## config.mk

```make
export PLATFORM = sky130hd
export DESIGN_NAME = rsv_monitor
export DESIGN_NICKNAME = d
export VERILOG_FILES = /design/src/rtl/rsv_pkg.sv /design/src/rtl/rsv_snoop_port.sv /design/src/rtl/rsv_track.sv /design/src/rtl/rsv_monitor.sv
export SDC_FILE = /design/constraint.sdc
export NUM_CORES = 1
export LEC_CHECK = 0
export ABC_CLOCK_PERIOD_IN_PS = 3190
export BUFFER_PORTS_ARGS = -buffer_cell sky130_fd_sc_hd__buf_2
export CAP_MARGIN = 20
export CORE_MARGIN = 3
export CORE_UTILIZATION = 30
export CTS_BUF_LIST = sky130_fd_sc_hd__clkbuf_16
export DETAILED_ROUTE_END_ITERATION = 7
export GPL_TIMING_DRIVEN = 1
export PLACE_DENSITY = 0.6
export SLEW_MARGIN = 20
export SYNTH_ARGS = -nofsm -noshare
export SYNTH_HDL_FRONTEND = slang
export SYNTH_SLANG_ARGS = --single-unit
```

## constraint.sdc

```tcl
create_clock -name clk -period 3.19 [get_ports clk]
set_input_delay 0.1595 -clock clk [delete_from_list [all_inputs] [get_ports clk]]
set_output_delay 0.1595 -clock clk [all_outputs]
set_load 0.03 [all_outputs]
```

## src/rtl/rsv_pkg.sv

```systemverilog
package rsv_pkg;

  // Termination status codes shared by the core phases.
  typedef enum logic [1:0] {
    TS_NONE  = 2'b00,
    TS_OK    = 2'b01,
    TS_ERR   = 2'b10,
    TS_RETRY = 2'b11
  } term_stat_e;

  // Any termination at all (good or bad) in either phase.
  function automatic logic phase_ended(input logic [1:0] astat, input logic [1:0] dstat);
    return (astat != TS_NONE) || (dstat != TS_NONE);
  endfunction

  // Address phase terminated normally.
  function automatic logic aphase_normal(input logic [1:0] astat);
    return astat == TS_OK;
  endfunction

  // Two byte addresses fall into the same reservation granule.
  function automatic logic same_granule(input logic [63:0] a, input logic [63:0] b,
                                        input int unsigned lsb);
    return (a >> lsb) == (b >> lsb);
  endfunction

endpackage

```

## src/rtl/rsv_snoop_port.sv

```systemverilog
module rsv_snoop_port #(
  parameter int AW      = 32,
  parameter int IDW     = 3,
  parameter int GLSB    = 2,
  parameter int CORE_ID = 0
) (
  input  logic           rsv_valid,
  input  logic [AW-1:0]  rsv_addr,
  input  logic [IDW-1:0] id,
  input  logic           we,
  input  logic [AW-1:0]  addr,
  input  logic           aack,
  output logic           hit
);
  import rsv_pkg::*;

  localparam logic [IDW-1:0] OWN_ID = IDW'(CORE_ID);

  logic foreign_write;
  logic granule_eq;

  always_comb begin
    foreign_write = we && aack && (id != OWN_ID);
    granule_eq    = same_granule(64'(addr), 64'(rsv_addr), GLSB);
    hit           = rsv_valid && foreign_write && granule_eq;
  end

endmodule

```

## src/rtl/rsv_track.sv

```systemverilog
module rsv_track #(
  parameter int AW = 32
) (
  input  logic          clk,
  input  logic          rst_n,
  input  logic          lr_set,
  input  logic [AW-1:0] lr_addr,
  input  logic          sc_done,
  input  logic          lost_now,
  output logic          rsv_valid,
  output logic [AW-1:0] rsv_addr,
  output logic          rsv_cancel
);

  logic          valid_d;
  logic [AW-1:0] addr_d;
  logic          cancel_d;

  always_comb begin
    valid_d  = rsv_valid;
    addr_d   = rsv_addr;
    cancel_d = 1'b0;
    if (lr_set) begin
      valid_d = 1'b1;
      addr_d  = lr_addr;
    end else begin
      if (lost_now || sc_done) valid_d = 1'b0;
      cancel_d = rsv_valid && lost_now;
    end
  end

  always_ff @(posedge clk) begin
    if (!rst_n) begin
      rsv_valid  <= 1'b0;
      rsv_addr   <= '0;
      rsv_cancel <= 1'b0;
    end else begin
      rsv_valid  <= valid_d;
      rsv_addr   <= addr_d;
      rsv_cancel <= cancel_d;
    end
  end

  // a load-reserved always leaves a valid reservation on its address
  a_r1_lr_sets: assert property (@(posedge clk) disable iff (!rst_n)
    lr_set |=> rsv_valid);
  a_r9_addr_taken: assert property (@(posedge clk) disable iff (!rst_n)
    lr_set |=> (rsv_addr == $past(lr_addr)));
  // a completed store-conditional drops the reservation
  a_r2_sc_clears: assert property (@(posedge clk) disable iff (!rst_n)
    (sc_done && !lr_set) |=> !rsv_valid);
  // the loss of a valid reservation is reported one clock later
  a_r4_cancel_next: assert property (@(posedge clk) disable iff (!rst_n)
    (rsv_valid && lost_now && !lr_set) |=> (rsv_cancel && !rsv_valid));
  // cancel is a single-cycle pulse
  a_r4_cancel_pulse: assert property (@(posedge clk) disable iff (!rst_n)
    rsv_cancel |=> !rsv_cancel);
  // a simultaneous load-reserved suppresses cancel
  a_r12_lr_wins: assert property (@(posedge clk) disable iff (!rst_n)
    lr_set |=> !rsv_cancel);

endmodule

```

## src/rtl/rsv_monitor.sv

```systemverilog
module rsv_monitor #(
  parameter int AW         = 32,
  parameter int IDW        = 3,
  parameter int NBUS       = 2,
  parameter int CORE_ID    = 0,
  parameter int GRAN_BYTES = 4
) (
  input  logic                clk,
  input  logic                rst_n,
  input  logic                core_lr,
  input  logic                core_sc,
  input  logic [AW-1:0]       core_addr,
  input  logic [1:0]          core_astat,
  input  logic [1:0]          core_dstat,
  input  logic [NBUS*IDW-1:0] snp_id,
  input  logic [NBUS-1:0]     snp_we,
  input  logic [NBUS*AW-1:0]  snp_addr,
  input  logic [NBUS-1:0]     snp_aack,
  input  logic                map_chg,
  output logic                rsv_valid,
  output logic                rsv_cancel,
  output logic                sc_go
);
  import rsv_pkg::*;

  localparam int GLSB = $clog2(GRAN_BYTES);

  // Named internal events, shared by the logic and the assertions.
  logic            lr_set;
  logic            sc_done;
  logic [NBUS-1:0] hit_vec;
  logic            snoop_hit;
  logic            lost_now;
  logic [AW-1:0]   rsv_addr;

  always_comb begin
    lr_set    = core_lr && phase_ended(core_astat, core_dstat);
    sc_done   = core_sc && aphase_normal(core_astat);
    snoop_hit = |hit_vec;
    lost_now  = snoop_hit || (map_chg && rsv_valid);
    sc_go     = core_sc && rsv_valid && !lost_now && !rsv_cancel;
  end

  for (genvar b = 0; b < NBUS; b++) begin : g_bus
    rsv_snoop_port #(
      .AW(AW), .IDW(IDW), .GLSB(GLSB), .CORE_ID(CORE_ID)
    ) u_port (
      .rsv_valid (rsv_valid),
      .rsv_addr  (rsv_addr),
      .id        (snp_id[b*IDW +: IDW]),
      .we        (snp_we[b]),
      .addr      (snp_addr[b*AW +: AW]),
      .aack      (snp_aack[b]),
      .hit       (hit_vec[b])
    );

    // the core's own ID never counts as an intrusion
    a_r10_own_id: assert property (@(posedge clk) disable iff (!rst_n)
      (snp_id[b*IDW +: IDW] == IDW'(CORE_ID)) |-> !hit_vec[b]);
    // only acknowledged writes can hit
    a_r3_needs_ack_write: assert property (@(posedge clk) disable iff (!rst_n)
      hit_vec[b] |-> (snp_we[b] && snp_aack[b]));
  end

  rsv_track #(.AW(AW)) u_track (
    .clk        (clk),
    .rst_n      (rst_n),
    .lr_set     (lr_set),
    .lr_addr    (core_addr),
    .sc_done    (sc_done),
    .lost_now   (lost_now),
    .rsv_valid  (rsv_valid),
    .rsv_addr   (rsv_addr),
    .rsv_cancel (rsv_cancel)
  );

  // no store-conditional leaves without a held reservation
  a_r5_gate_needs_rsv: assert property (@(posedge clk) disable iff (!rst_n)
    sc_go |-> (rsv_valid && core_sc));
  // a cancel cycle aborts a store-conditional
  a_r6_cancel_aborts: assert property (@(posedge clk) disable iff (!rst_n)
    rsv_cancel |-> !sc_go);
  // a map rewrite ends the reservation
  a_r7_map_drops: assert property (@(posedge clk) disable iff (!rst_n)
    (map_chg && rsv_valid && !lr_set) |=> (!rsv_valid && rsv_cancel));
  // nothing is cancelled without a reservation
  a_r10_idle_quiet: assert property (@(posedge clk) disable iff (!rst_n)
    (!rsv_valid && !lr_set) |=> !rsv_cancel);

endmodule

```

==> results.cfg <==
[synthesis]
ys_seq_area_share_pct = 32.7
ys_ff_latch = 32
avgSynthCellArea_um2 = 8.24
async_flop_share_pct = 0
ys_warn_count = 0
synth_ff_type = dfxtp_1
synth-edff-count = 0
synth_area_leaders = dfxtp_1, xor2_1, nand2_1
synth_cell_types = 20
synth_fp_nets = 353
yosys.area.top_type = dfxtp_1
syn_inst = 238
mappedNetlistArea_um2 = 1960
synth_top_area_share_pct = 32.7

[clocking]
cts_tree = yes
cts_max_level = 2
cts-root-buf = clkbuf_16
post_cts_buffers = 0
cts_buffer_depth = 2
clock-sinks = 32
hold_buffers = 0
cts_repair_resize_count = 0
clk_latency_ns = 0.28
cts-buffers-inserted = 5
path_clk_slew_ns = 0.05

[cells_and_area]
nFillCells = 667
nets = 464
final_common_cell = buf_2
mostFrequentLayoutCells = buf_2, nand2_1, xor2_1
drive_gt1_share_pct = 34.6
synthToLayoutAreaGrowth_pct = 39.5
antennaDiodeCount = 0
multi_input_area_um2 = 1290
fin_util_pct = 44.6
seqCellArea_um2 = 641

[timing]
setup_viol = 0
fin_crit_sh_pct = 63.3
worstMarginPinSlew_ns = 0.532
whs_ns = 0.124
skew_ns = 0.00154
finalCriticalPeriod_ns = 2.02
final.setup.tns_ns = 0
clock.fmax_mhz = 496
drv_slew = 0
hold_violations = 0
rsz0062_at_grt = no
relSlewSlack_pct = 64.5

[floorplan]
dieArea_um2 = 7540
num_rows = 28
core_um2 = 6130
dieHeight_um = 86.8
die_w_um = 86.8
start_util_pct = 32.0
boundaryPins = 118

[status]
status = completed

[setup_path]
worstPathRequired_ns = 3.03
path_class = reg -> out
critPathBufInv = 1
cp-start-kind = flip-flop
path_cells = xor2_1, nor4_1, nand4_1, o21bai_2, nor4_1, buf_2
crit_path_frequent_cell = nor4_1
worstSetupEndpointType = output port
arrival_ns = 1.86
cp_slowest_cell = nor4_1
slowest_delay_ns = 0.45
path_delay_family = simple AND/OR/NAND/NOR gates
crit_fanout = 3

[route]
vias = 2012
via_per_inst = 4.73
first_pass_iters = 4
drc = 0
wire_per_inst_um = 15.0
finalWirelength_um = 6380
antenna_left = 0
first_iter_violations = 77

[run]
max_cap_violations = 0

[global_routing]
grt_pass1_wl_um = 9750
grtUsageTotal_pct = 16.9
grt_overflow_total = 0
antenna_found_initial = 0
grt_pass1_vias = 2069
grt_max_degree = 34

[power_and_ir_drop]
p_leak_nw = 1.34
powerDensity_nw_per_um2 = 408
power_w = 0.00112
peakVddDrop_mv = 0.191

[worst_hold_path]
min_path_type = in -> reg

[placement]
gp_congestion = 0.802
io_buffers = 111
place_hpwl_um = 5140
## cell usage after synthesis, types with 2 or more instances
| master | number |
|---|---|
| xor2_1 | 60 |
| dfxtp_1 | 32 |
| nor3_1 | 2 |
| clkbuf_1 | 6 |
| nor2_1 | 2 |
| a21boi_1 | 5 |
| nor4_1 | 24 |
| a21boi_0 | 25 |
| nand2_1 | 63 |
| nand3_1 | 3 |
| nand4_1 | 5 |
| buf_2 | 3 |
## metrics by stage
step | setup WS, ns | cells | cell area (µm²)
after CTS | 1.12 | 425 | 2740
after global routing | 1.02 | 425 | 2740
final | 1.17 | 425 | 2740
after global placement | 1.45 | 417 | 2600
after detailed placement | 1.42 | 417 | 2600
after floorplan | 1.30 | 238 | 1960
## worst paths after layout
check,cells after the start,slack [ns],endpoint,from
min,3,0.12,u_track.rsv_addr[28],core_addr[28]
max,6,1.17,sc_go,u_track.rsv_addr[21]
max reg2reg,5,1.60,u_track.rsv_cancel,u_track.rsv_addr[21]
min reg2reg,2,0.49,u_track.rsv_addr[3],u_track.rsv_addr[3]
## worst min-delay path, cell delays in order
cell	delay, ns
buf_2	0.10
nand2_1	0.05
a21boi_1	0.05
## cell type report
class                           count  area share [%]
Multi-Input combinational cell    197            47.3
Sequential cell                    32            23.4
Timing Repair Buffer              113            20.9
Clock buffer                        5            4.57
Tap cell                           75            3.43
Clock inverter                      3           0.412
## registers in the layout (all words and copies together), names as in the netlist
name and flops:
u_track.rsv_addr 30, u_track.rsv_valid 1, u_track.rsv_cancel 1
## cells by family (layout without fill, tap and decap cells)
group | Yosys count | after routing | share of synthesized area (%)
simple gates | 101 | 101 | 23.9
xor+xnor | 60 | 60 | 26.8
flops | 32 | 32 | 32.7
buf+inv | 9 | 121 | 1.91
compound gates | 36 | 36 | 14.7
## layer usage
| layer | vias up | track usage [%] | wire length, µm |
|---|---|---|---|
| met2 | 85 | 28.6 | 2960 |
| met3 | 6 | 4.56 | 596 |
| met1 | 880 | 21.4 | 2760 |
| met5 | - | 0 | 0 |
| li1 | 1041 | - | - |
| met4 | 0 | 3.54 | 61 |
## power by group
group | internal [W] | switching, W | total (W)
Combinational | 0.000108 | 0.000114 | 0.000222
Clock | 0.000280 | 0.000166 | 0.000446
Sequential | 0.000424 | 0.0000255 | 0.000449
Total | 0.000812 | 0.000306 | 0.00112
(Power assumes the default switching activity.)
